### src/rtl/sia_pkg.sv
package sia_pkg;

    localparam int XLEN  = 64;
    localparam int REG_W = 5;
    localparam int SH_W  = 2;

    typedef enum logic {
        FORM_INDEXED = 1'b0,
        FORM_UPDATE  = 1'b1
    } sia_form_e;

    typedef struct packed {
        logic             valid;
        logic [XLEN-1:0]  ea;
        logic             wb_en;
        logic [REG_W-1:0] wb_idx;
        logic             illegal;
    } sia_result_t;

    function automatic logic reg_is_zero(input logic [REG_W-1:0] r);
        return (r == '0);
    endfunction

endpackage

### src/rtl/sia_base_sel.sv
module sia_base_sel
    import sia_pkg::*;
#(
    parameter int DW = XLEN,
    parameter int RW = REG_W
) (
    input  sia_form_e        form,
    input  logic [RW-1:0]    base_idx,
    input  logic [DW-1:0]    base_val,
    output logic [DW-1:0]    base_op
);
    // Register 0 reads as literal zero only in the plain indexed form.
    always_comb begin
        if (form == FORM_INDEXED && base_idx == '0)
            base_op = '0;
        else
            base_op = base_val;
    end
endmodule

### src/rtl/sia_index_scale.sv
module sia_index_scale
    import sia_pkg::*;
#(
    parameter int DW  = XLEN,
    parameter int SHW = SH_W
) (
    input  logic [DW-1:0]  index_val,
    input  logic [SHW-1:0] shamt,
    output logic [DW-1:0]  scaled
);
    localparam int NSCALE = 1 << SHW;

    logic [DW-1:0] cand [NSCALE];

    // One fixed-shift candidate per field value; the field only selects.
    for (genvar g = 0; g < NSCALE; g++) begin : g_scale
        assign cand[g] = index_val << (g + 1);
    end

    assign scaled = cand[shamt];
endmodule

### src/rtl/sia_wb_ctrl.sv
module sia_wb_ctrl
    import sia_pkg::*;
#(
    parameter int RW = REG_W
) (
    input  sia_form_e      form,
    input  logic [RW-1:0]  base_idx,
    input  logic [RW-1:0]  tgt_idx,
    output logic           wb_en,
    output logic           illegal
);
    logic bad_pair;

    always_comb begin
        bad_pair = (base_idx == '0) || (base_idx == tgt_idx);
        illegal  = (form == FORM_UPDATE) && bad_pair;
        wb_en    = (form == FORM_UPDATE) && !bad_pair;
    end

    // an illegal pairing never coexists with a write-back request
    always_comb begin
        assert_wb_not_illegal_R8: assert (!(wb_en && illegal));
    end
endmodule

### src/rtl/sia_agen.sv
module sia_agen
    import sia_pkg::*;
#(
    parameter int DW  = XLEN,
    parameter int RW  = REG_W,
    parameter int SHW = SH_W
) (
    input  logic            clk,
    input  logic            rst,
    input  logic            in_valid,
    input  logic            in_update,
    input  logic [RW-1:0]   in_base_idx,
    input  logic [RW-1:0]   in_tgt_idx,
    input  logic [DW-1:0]   in_base_val,
    input  logic [DW-1:0]   in_index_val,
    input  logic [SHW-1:0]  in_shamt,
    output logic            out_valid,
    output logic [DW-1:0]   out_ea,
    output logic            out_wb_en,
    output logic [RW-1:0]   out_wb_idx,
    output logic            out_illegal
);
    sia_form_e     form;
    logic [DW-1:0] base_op;
    logic [DW-1:0] scaled;
    logic [DW-1:0] ea_next;
    logic          wb_en_n;
    logic          illegal_n;

    logic          r_valid;
    logic [DW-1:0] r_ea;
    logic          r_wb_en;
    logic [RW-1:0] r_wb_idx;
    logic          r_illegal;

    assign form = sia_form_e'(in_update);

    sia_base_sel #(.DW(DW), .RW(RW)) u_base (
        .form     (form),
        .base_idx (in_base_idx),
        .base_val (in_base_val),
        .base_op  (base_op)
    );

    sia_index_scale #(.DW(DW), .SHW(SHW)) u_scale (
        .index_val (in_index_val),
        .shamt     (in_shamt),
        .scaled    (scaled)
    );

    sia_wb_ctrl #(.RW(RW)) u_wb (
        .form     (form),
        .base_idx (in_base_idx),
        .tgt_idx  (in_tgt_idx),
        .wb_en    (wb_en_n),
        .illegal  (illegal_n)
    );

    // Modulo-2^DW add; the carry out of the top bit is dropped.
    assign ea_next = base_op + scaled;

    always_ff @(posedge clk) begin
        if (rst) begin
            r_valid   <= 1'b0;
            r_ea      <= '0;
            r_wb_en   <= 1'b0;
            r_wb_idx  <= '0;
            r_illegal <= 1'b0;
        end else begin
            r_valid   <= in_valid;
            r_wb_en   <= in_valid && wb_en_n;
            r_illegal <= in_valid && illegal_n;
            if (in_valid) begin
                r_ea     <= ea_next;
                r_wb_idx <= in_base_idx;
            end
        end
    end

    assign out_valid   = r_valid;
    assign out_ea      = r_ea;
    assign out_wb_en   = r_wb_en;
    assign out_wb_idx  = r_wb_idx;
    assign out_illegal = r_illegal;

    assert_valid_follows_R2: assert property (@(posedge clk) disable iff (rst)
        in_valid |=> out_valid);
    assert_idle_follows_R9: assert property (@(posedge clk) disable iff (rst)
        !in_valid |=> (!out_valid && !out_wb_en && !out_illegal));
    assert_ea_holds_R9: assert property (@(posedge clk) disable iff (rst)
        !in_valid |=> $stable(out_ea));
    assert_indexed_no_wb_R7: assert property (@(posedge clk) disable iff (rst)
        (in_valid && !in_update) |=> (!out_wb_en && !out_illegal));
    assert_zero_base_update_R8: assert property (@(posedge clk) disable iff (rst)
        (in_valid && in_update && in_base_idx == '0) |=> (out_illegal && !out_wb_en));
    assert_wb_reg_nonzero_R6: assert property (@(posedge clk) disable iff (rst)
        out_wb_en |-> (out_wb_idx != '0 && out_valid));
    assert_indexed_zero_base_R4: assert property (@(posedge clk) disable iff (rst)
        (in_valid && !in_update && in_base_idx == '0) |=> out_ea == $past(scaled));
endmodule

### config.mk
export PLATFORM = sky130hd
export DESIGN_NAME = sia_agen
export DESIGN_NICKNAME = d
export VERILOG_FILES = /design/src/rtl/sia_pkg.sv /design/src/rtl/sia_base_sel.sv /design/src/rtl/sia_index_scale.sv /design/src/rtl/sia_wb_ctrl.sv /design/src/rtl/sia_agen.sv
export SDC_FILE = /design/constraint.sdc
export NUM_CORES = 1
export LEC_CHECK = 0
export BUFFER_PORTS_ARGS = -buffer_cell sky130_fd_sc_hd__buf_2
export CORE_ASPECT_RATIO = 0.9
export CORE_MARGIN = 3
export CORE_UTILIZATION = 59
export CTS_CLUSTER_SIZE = 16
export DETAILED_ROUTE_END_ITERATION = 16
export PLACE_DENSITY = 0.85
export SYNTH_ARGS = -nofsm -noshare
export SYNTH_HDL_FRONTEND = slang
export SYNTH_SLANG_ARGS = --single-unit
### constraint.sdc
create_clock -name clk -period 13.6 [get_ports clk]
set_clock_uncertainty 0.1 [all_clocks]
set_input_delay 0 -clock clk [delete_from_list [all_inputs] [get_ports clk]]
set_output_delay 0 -clock clk [all_outputs]
set_load 0.02 [all_outputs]
==> metrics.sh, run 1 <==
OUTCOME='completed'
GRT_REMAINING_OVERFLOW=0
SYNTH-SEQ-CELLS=72
WORSTSETUPENDPOINT='out_ea[57]$_SDFFE_PP0P_'
CLKTRANSATPATHREGS_NS=0.06
TIMING.CRITICAL_PATH.SLOWEST_STAGE_CELL='sky130_fd_sc_hd__or4_1'
CRIT_REQUIRED_NS=13.79
POWER_DENSITY_nW_PER_UM2=104
POST_CTS.REPAIR.SETUP_BUFFERS=0
DETAILEDROUTE.FIRSTPASSITERATIONCOUNT=5
MOST-COMMON-LAYOUT-CELLS='213 x sky130_fd_sc_hd__buf_2, 98 x sky130_fd_sc_hd__nor2_1, 78 x sky130_fd_sc_hd__a21oi_1, 72 x sky130_fd_sc_hd__dfxtp_1, 69 x sky130_fd_sc_hd__nor2b_1'
SYN_AVG_CELL_AREA_UM2=8.53
HOLD_VIOL=0
VIAS_IN_THE_FIRST_GLOBAL_ROUTE=7860
SEQ_POWER_SHARE=0.259
FINALSETUPVIOLCOUNT=0
NUMBER_OF_PINS_WITH_NEGATIVE_MAX_SLEW_SLACK_IN_THE_FINAL_REPORT=0
LAYOUT.CELLS.MOST_COMMON='sky130_fd_sc_hd__buf_2'
CTSROOTBUFFERMASTER='sky130_fd_sc_hd__clkbuf_16'
CLOCK_POWER_SHARE=0.252
CRIT_TYPE='in -> reg'
HP-START='in_base_val[1]'
SYNTH_FLOP_CELL='sky130_fd_sc_hd__dfxtp_1'
TRITONCTS_BUFFER_COUNT=9
YS_TOP_CELLS_BY_AREA='sky130_fd_sc_hd__dfxtp_1 18%, sky130_fd_sc_hd__mux4_2 16%, sky130_fd_sc_hd__ha_1 9.5%, sky130_fd_sc_hd__nor2b_1 5.3%, sky130_fd_sc_hd__mux2i_1 5.0%'
SWITCHING_SHARE=0.408
CP_TOP_FAMILY='compound AO/OA/AOI/OAI gates'
DIE_HEIGHT_UM=117
WORSTREG2REGEND='out_ea[60]$_SDFFE_PP0P_'
FLOORPLAN.CORE_AREA_UM2=13400
CLOCK.FMAX_MHz=187
DRTANTENNAVIOLNETS=0
CTSHTREEMAXLEVEL=3
WORST_SLACK_NS=8.25
GRT_START_MAX_NET_PINS=69
POSTSYNTH.ASYNCRESETSHARE=0
CRITPATHCAPTURETYPE='flip-flop'
FIN_TOTAL_PWR_mW=0.991
CTS.SINK_COUNT=72
DETAIL_ROUTE.WL_PER_CELL_UM=18.5
WORST_EP_ARRIVAL_TIME_NS=5.54
CTS_RESIZED=0
FINAL.MIN_CLOCK_PERIOD_NS=5.35
MAX_STAGE_DELAY_NS=0.58
CELL_AREA_AFTER_SYNTHESIS_UM2=8130
INITIAL_CORE_UTIL=0.606
WORST-PATH-MAX-FANOUT=64
SEQ_AREA_FRAC_SYNTH=0.177
MIN_PATH_TYPE='in -> reg'
CRIT_CELLS=18
AVGVIACOUNTPERCELL=6.44
GRT_SETUP_UNREPAIRED='no'
TIMING.MAX_SLEW.REL_SLACK=0.352
YOSYSWARNINGS=0
LAYOUT_WORST_PATH_CYCLE_SHARE=0.393
CTS_TREE='done'
WORST_SKEW_PAIR.LATE_LATENCY_NS=0.35
SYN_NETS=1160
COMBINATIONALPOWERSHARE=0.488
CRIT_CHAIN='dlygate4sd3_1, buf_2, or4_1, nor3_2, buf_4, nor2b_1, ha_1, fa_1, a211oi_1, nor2_1, o22a_2, a41oi_1, o31a_1, a211oi_1, nor2_1, o21ai_0, a311o_1, nand3_1'
CTS_MAX_PATH_BUFFERS=2
CAP_VIOLATIONS=0
SETUP.WORST_PATH.START_CLASS='input pin'
FIRST_ITER_VIOLATIONS=643
FINALWIRELENGTH_UM=24100
POST_ROUTE_CELLS_DRIVE_ABOVE_1_SHARE=0.274
SYNTHCELLS=953
DESIGN.PORTCOUNT=216
YOSYS.CELL_TYPES.COUNT=66
PLACE.DETAILED.HPWL_UM=18300
ANTENNADIODECOUNT=0
NUMBER_OF_ENABLE_TYPE_REGISTER_CELLS_IN_THE_SYNTHESIZED_NETLIST=0
FINAL_NET_COUNT=1333
PLACEMENT.IO_BUFFERS=214
AREAGROWTHSYNTHTOFINISH_PCT=17.8
PLACEMENT_ROWS=40
GRT_ANTENNA_BEFORE_REPAIR=0
TOTAL_GLOBAL_ROUTE_TRACK_USAGE=0.307
R2R.WORST_PATH.CELLS=1
FLOORPLAN.DIE.WIDTH_UM=130
WORSTPATHBUFFERINVERTERCOUNT=3
SYNTH_LARGEST_TYPE_AREA_FRACTION=0.177
FF2FF_SETUP_SLACK_NS=12.74
VIAS=8366
POWER_SWITCHING_mW=0.405
TRANSITION_TIME_AT_THE_PIN_WITH_THE_LEAST_SLEW_MARGIN_NS=0.972
SYNTH_LARGEST_AREA_CELL='sky130_fd_sc_hd__dfxtp_1'
MAX_RAIL_DROP_VDD_V=0.0000556
CELL_INTERNAL_PWR_mW=0.587
GRT_FIRST_PASS_WIRELENGTH_UM=38500
DIE_AREA_UM2=15200
POWER_LEAKAGE_nW=4.36
DP_WORST_SETUP_SLACK_NS=8.58
CRIT_PATH_START='in_base_idx[0]'
REGTOREGSTARTPOINT='out_ea[60]$_SDFFE_PP0P_'
GP_CONGESTION=0.940
SETUP-TNS-FINAL_NS=0
REMAINING_DRC_ERRORS=0
FINISH.UTILIZATION=0.714
==> cell families (layout without fill, tap and decap cells) <==
kind of cell	Yosys count	count (layout)	synth area share
adders and majority gates	63	63	0.0979
DFF	72	72	0.177
AOI/OAI and AO/OA	254	254	0.207
and+or+nand+nor	328	328	0.205
buffers and inverters	82	260	0.0412
xor gates and xnor gates	53	53	0.0571
muxes	101	101	0.215
==> per-layer routing <==
metal	track usage	vias to the layer above	routed length (µm)
met5	0	-	0
met3	0.0565	56	2130
li1	-	3948	-
met4	0.107	0	646
met2	0.488	417	11100
met1	0.417	3945	10200
==> metrics by stage <==
| step | cell area, µm² | std cells | hold slack, ns |
|---|---|---|---|
| after floorplan | 8130 | 953 | 0.0138 |
| after global placement | 9190 | 1275 | 0.146 |
| after detailed placement | 9190 | 1275 | 0.148 |
| after CTS | 9570 | 1299 | 0.0546 |
| after global routing | 9570 | 1299 | 0.117 |
| final | 9570 | 1299 | 0.0782 |
==> worst min-delay path, stage by stage <==
cell and delay, ns:
sky130_fd_sc_hd__buf_2 0.07, sky130_fd_sc_hd__nor2b_1 0.14, sky130_fd_sc_hd__ha_1 0.15, sky130_fd_sc_hd__mux2i_1 0.06, sky130_fd_sc_hd__nor2_1 0.07
==> how the worst min path moves through the flow <==
stage | endpoint | slack, ns | cells past startpoint
4_1_cts | out_wb_en$_SDFF_PP0_ | 0.05 | 4
5_1_grt | out_ea[1]$_SDFFE_PP0P_ | 0.12 | 5
2_1_floorplan | out_illegal$_SDFF_PP0_ | 0.01 | 2
3_5_place_dp | out_illegal$_SDFF_PP0_ | 0.15 | 3
3_3_place_gp | out_illegal$_SDFF_PP0_ | 0.15 | 3
6_report | out_ea[1]$_SDFFE_PP0P_ | 0.08 | 5
==> area by class of cell <==
type / count / area (µm²)
Clock buffer: 9 / 225
Inverter: 16 / 60.1
Fill cell: 1091 / 3840
Tap cell: 168 / 210
Clock inverter: 7 / 80.1
Multi-Input combinational cell: 799 / 6360
Timing Repair Buffer: 228 / 1200
Sequential cell: 72 / 1440
==> sequential cells by signal (all words and copies together) (netlist names) <==
register,count
out_ea,64
out_wb_idx,5
out_illegal,1
out_valid,1
out_wb_en,1
==> power groups by stage <==
stage	Clock [mW]	Combinational, mW	Sequential (mW)
after global routing	0.262	0.528	0.260
after floorplan	0	0.313	0.294
after CTS	0.255	0.479	0.257
final	0.250	0.484	0.257
after global placement	0	0.465	0.260
after detailed placement	0	0.474	0.261
==> synthesized netlist by cell type, drive strengths merged (4+ instances only) <==
| library cell | count |
|---|---|
| a21o | 34 |
| o21ai | 38 |
| ha | 62 |
| dfxtp | 72 |
| nor4 | 4 |
| nand2 | 55 |
| nand4 | 24 |
| inv | 14 |
| a41oi | 4 |
| and4 | 6 |
| xnor2 | 30 |
| o31ai | 9 |
| nor2b | 69 |
| or3 | 4 |
| a21boi | 6 |
| a31oi | 14 |
| buf | 27 |
| mux2i | 41 |
| o21bai | 12 |
| and2 | 8 |
| nor3 | 12 |
| nand2b | 5 |
| clkbuf | 39 |
| a211oi | 16 |
| a21oi | 79 |
| o211ai | 4 |
| mux4 | 59 |
| xor2 | 23 |
| o22ai | 4 |
| o21a | 6 |
| nand3 | 24 |
| nor2 | 98 |
| and3 | 7 |
| a311o | 6 |
==> timing repair <==
action | 4_1_cts | 5_1_grt
hold buffers | 8 | 0
endpoints found under the hold margin | 8 | 0
setup endpoints to repair | 0 | 0
Note: power is estimated with default switching activity, not from simulation.
==> inputs of run 2 (changes only) <==
--- a/config.mk
+++ b/config.mk
@@ -5,13 +5,14 @@
 export SDC_FILE = /design/constraint.sdc
 export NUM_CORES = 1
 export LEC_CHECK = 0
+export ABC_AREA = 1
 export BUFFER_PORTS_ARGS = -buffer_cell sky130_fd_sc_hd__buf_2
 export CORE_ASPECT_RATIO = 0.9
 export CORE_MARGIN = 3
-export CORE_UTILIZATION = 59
+export CORE_UTILIZATION = 57
 export CTS_CLUSTER_SIZE = 16
 export DETAILED_ROUTE_END_ITERATION = 16
-export PLACE_DENSITY = 0.85
+export PLACE_DENSITY = 0.8
 export SYNTH_ARGS = -nofsm -noshare
 export SYNTH_HDL_FRONTEND = slang
 export SYNTH_SLANG_ARGS = --single-unit
==> constraint.sdc (replaced) <==
create_clock -name clk -period 5.3 [get_ports clk]
set_clock_uncertainty 0.1 [all_clocks]
set_input_delay 0 -clock clk [delete_from_list [all_inputs] [get_ports clk]]
set_output_delay 0 -clock clk [all_outputs]
set_load 0.02 [all_outputs]
==> metrics.sh, run 2 <==
OUTCOME='completed'
DIE_HEIGHT_UM=134
PLACE.DETAILED.HPWL_UM=27900
SYNTH-SEQ-CELLS=72
YOSYS.CELL_TYPES.COUNT=34
WORST-PATH-MAX-FANOUT=63
CLOCK_POWER_SHARE=0.233
FLOORPLAN.DIE.WIDTH_UM=148
FINALWIRELENGTH_UM=33500
GRT_ANTENNA_BEFORE_REPAIR=0
DETAILEDROUTE.FIRSTPASSITERATIONCOUNT=6
DIE_AREA_UM2=19700
FIRST_ITER_VIOLATIONS=1243
MIN_PATH_TYPE='in -> reg'
YOSYSWARNINGS=0
SYN_AVG_CELL_AREA_UM2=5.00
SYNTH_FLOP_CELL='sky130_fd_sc_hd__dfxtp_1'
SYNTH_LARGEST_AREA_CELL='sky130_fd_sc_hd__nand2_1'
NUMBER_OF_PINS_WITH_NEGATIVE_MAX_SLEW_SLACK_IN_THE_FINAL_REPORT=0
SYN_NETS=2270
GP_CONGESTION=0.999
SETUP.WORST_PATH.START_CLASS='input pin'
CRIT_REQUIRED_NS=5.44
CELL_AREA_AFTER_SYNTHESIS_UM2=10300
REGTOREGSTARTPOINT='out_ea[32]$_SDFFE_PP0P_'
CTSROOTBUFFERMASTER='sky130_fd_sc_hd__clkbuf_16'
WORSTREG2REGEND='out_ea[32]$_SDFFE_PP0P_'
SYNTH_LARGEST_TYPE_AREA_FRACTION=0.289
MAX_RAIL_DROP_VDD_V=0.000157
FINISH.UTILIZATION=0.675
CP_TOP_FAMILY='simple AND/OR/NAND/NOR gates'
VIAS=12453
DESIGN.PORTCOUNT=216
NUMBER_OF_ENABLE_TYPE_REGISTER_CELLS_IN_THE_SYNTHESIZED_NETLIST=0
CTS.SINK_COUNT=72
GRT_SETUP_UNREPAIRED='no'
RANKING_OF_SYNTHESIZED_CELLS_BY_INSTANCE_COUNT='793 x sky130_fd_sc_hd__nand2_1, 427 x sky130_fd_sc_hd__inv_1, 251 x sky130_fd_sc_hd__nor2_1'
COMBINATIONALPOWERSHARE=0.528
MIN_TO='out_wb_en$_SDFF_PP0_'
REMAINING_DRC_ERRORS=0
DOMINANT_CELL_TYPE_BY_COUNT_ON_THE_CRITICAL_PATH='sky130_fd_sc_hd__nand2_1'
PLACEMENT_ROWS=46
SETUP-TNS-FINAL_NS=0
PLACEMENT.IO_BUFFERS=214
TIMING.CRITICAL_PATH.SLOWEST_STAGE_CELL='sky130_fd_sc_hd__dlygate4sd3_1'
AREAGROWTHSYNTHTOFINISH_PCT=15.6
SWITCHING_SHARE=0.459
CELL_INTERNAL_PWR_mW=1.43
CAP_VIOLATIONS=0
DRTANTENNAVIOLNETS=0
CTS_MAX_PATH_BUFFERS=2
WORSTPATHBUFFERINVERTERCOUNT=4
HP-START='in_tgt_idx[2]'
DPL.CELL_COUNT=2470
FLOORPLAN.CORE_AREA_UM2=17700
DETAIL_ROUTE.WL_PER_CELL_UM=13.4
CTSHTREEMAXLEVEL=3
LAYOUT_WORST_PATH_CYCLE_SHARE=0.681
YS_TOP_CELLS_BY_AREA='sky130_fd_sc_hd__nand2_1 29%, sky130_fd_sc_hd__inv_1 16%, sky130_fd_sc_hd__dfxtp_1 14%, sky130_fd_sc_hd__nor2_1 9.1%, sky130_fd_sc_hd__ha_1 7.5%'
MOST-COMMON-LAYOUT-CELLS='793 x sky130_fd_sc_hd__nand2_1, 427 x sky130_fd_sc_hd__inv_1, 251 x sky130_fd_sc_hd__nor2_1, 214 x sky130_fd_sc_hd__buf_2, 110 x sky130_fd_sc_hd__o21ai_0'
CRIT_CHAIN='dlygate4sd3_1, buf_2, nor3_1, nand2_1, nor2_4, buf_4, nor2_1, ha_1, fa_1, nand3_1, nand3_1, nand2_1, nand2_2, nand2_1, nand2_2, nand2_1, nand2_2, nand2_1, nand2_1, nand2_1, nand3_1, nand2_1, inv_1'
WORST_EP_ARRIVAL_TIME_NS=3.74
NUMBER_OF_FLIP_FLOPS_UNDER_THE_LARGEST_REGISTER_NAME=64
R2R.WORST_PATH.CELLS=4
POWER_LEAKAGE_nW=7.71
LAYOUT.CELLS.MOST_COMMON='sky130_fd_sc_hd__nand2_1'
YOSYSMOSTFREQUENTCELL='sky130_fd_sc_hd__nand2_1'
TOTAL_GLOBAL_ROUTE_TRACK_USAGE=0.328
SEQ_AREA_FRAC_SYNTH=0.140
CTS_TREE='done'
INITIAL_CORE_UTIL=0.584
SEQ_POWER_SHARE=0.240
CLOCK.FMAX_MHz=277
CRIT_CELLS=23
HOLD_VIOL=0
GRT_START_MAX_NET_PINS=106
FINAL_NET_COUNT=2457
POWER_SWITCHING_mW=1.21
POST_ROUTE_CELLS_DRIVE_ABOVE_1_SHARE=0.142
TRANSITION_TIME_AT_THE_PIN_WITH_THE_LEAST_SLEW_MARGIN_NS=1.16
CRITPATHCAPTURETYPE='flip-flop'
FIN_TOTAL_PWR_mW=2.64
POST_CTS.REPAIR.SETUP_BUFFERS=0
LAYOUTNONFILLERINSTCOUNT=2495
CLKTRANSATPATHREGS_NS=0.06
FINAL.MIN_CLOCK_PERIOD_NS=3.61
WORST_SKEW_PAIR.LATE_LATENCY_NS=0.34
MAX_STAGE_DELAY_NS=0.54
SYNTHCELLS=2063
CRIT_TYPE='in -> reg'
VIAS_IN_THE_FIRST_GLOBAL_ROUTE=10477
ANTENNADIODECOUNT=0
FINALSETUPVIOLCOUNT=0
AVGVIACOUNTPERCELL=4.99
GRT_FIRST_PASS_WIRELENGTH_UM=52500
CRIT_PATH_START='in_base_idx[0]'
GRT_REMAINING_OVERFLOW=0
TIMING.MAX_SLEW.REL_SLACK=0.224
TRITONCTS_BUFFER_COUNT=9
POSTSYNTH.ASYNCRESETSHARE=0
HOLD_DEPTH=4
N_FILL_CELL=1750
FF2FF_SETUP_SLACK_NS=4.44
POWER_DENSITY_nW_PER_UM2=222
run 2: layout make-up:
type	count	area, µm²	area share
flip-flops and latches	72	1440	0.121
inverters	447	1680	0.141
clock buffers	9	225	0.0189
multi-input cells	1491	6990	0.587
repair buffers	229	1210	0.101
clock inverters	7	78.8	0.00661
well taps	240	300	0.0252
run 2: worst reg2reg max path: cells and delay by family, from the launching register on:
| family | cells | cell delay (ns) |
|---|---|---|
| flip-flops | 1 | 0.40 |
| AND/OR/NAND/NOR | 2 | 0.19 |
| AO/OA/AOI/OAI | 1 | 0.07 |
| buffers and inverters | 1 | 0.05 |
run 2: worst max path at each step:
stage	to
after global routing	out_ea[45]$_SDFFE_PP0P_
final	out_ea[45]$_SDFFE_PP0P_
after CTS	out_ea[45]$_SDFFE_PP0P_
after detailed placement	out_ea[44]$_SDFFE_PP0P_
after global placement	out_ea[44]$_SDFFE_PP0P_
after floorplan	out_ea[61]$_SDFFE_PP0P_
run 2: cell families (layout without fill, tap and decap cells):
family                     after synthesis  in the layout  share of synthesized area
buffers and inverters                  500            692                      0.182
and+or+nand+nor                       1210           1210                      0.479
AOI/OAI and AO/OA                      184            184                     0.0932
xor gates and xnor gates                33             33                     0.0280
adders and majority gates               63             63                     0.0772
muxes                                    1              1                   0.000971
DFF                                     72             72                      0.140
run 2: power groups by stage:
stage          registers (mW)  logic (mW)  clock network (mW)
2_1_floorplan           0.714       0.865                   0
3_3_place_gp            0.641        1.32                   0
3_5_place_dp            0.643        1.35                   0
4_1_cts                 0.632        1.36               0.619
5_1_grt                 0.639        1.54               0.644
6_report                0.633        1.40               0.615
run 2: what timing repair did:
item / 4_1_cts / 5_1_grt
hold buffers: 9 / 0
endpoints found under the hold margin: 8 / 0
gates resized for setup: 0 / 0
run 2: stage by stage:
stage	setup slack (ns)	area (µm²)	hold slack, ns
6_report	1.69	11900	0.0291
4_1_cts	1.78	11900	0.0229
2_1_floorplan	2.71	10300	0.0349
3_3_place_gp	1.88	11500	0.175
5_1_grt	1.33	11900	0.0557
3_5_place_dp	1.81	11500	0.179
run 2: routing by layer:
metal,vias to the layer above,part of all wire,GRT usage
met2,566,0.39,0.474
met5,-,0,0
met1,5374,0.50,0.522
li1,6487,-,-
met3,26,0.11,0.0490
met4,0,0.011,0.0435
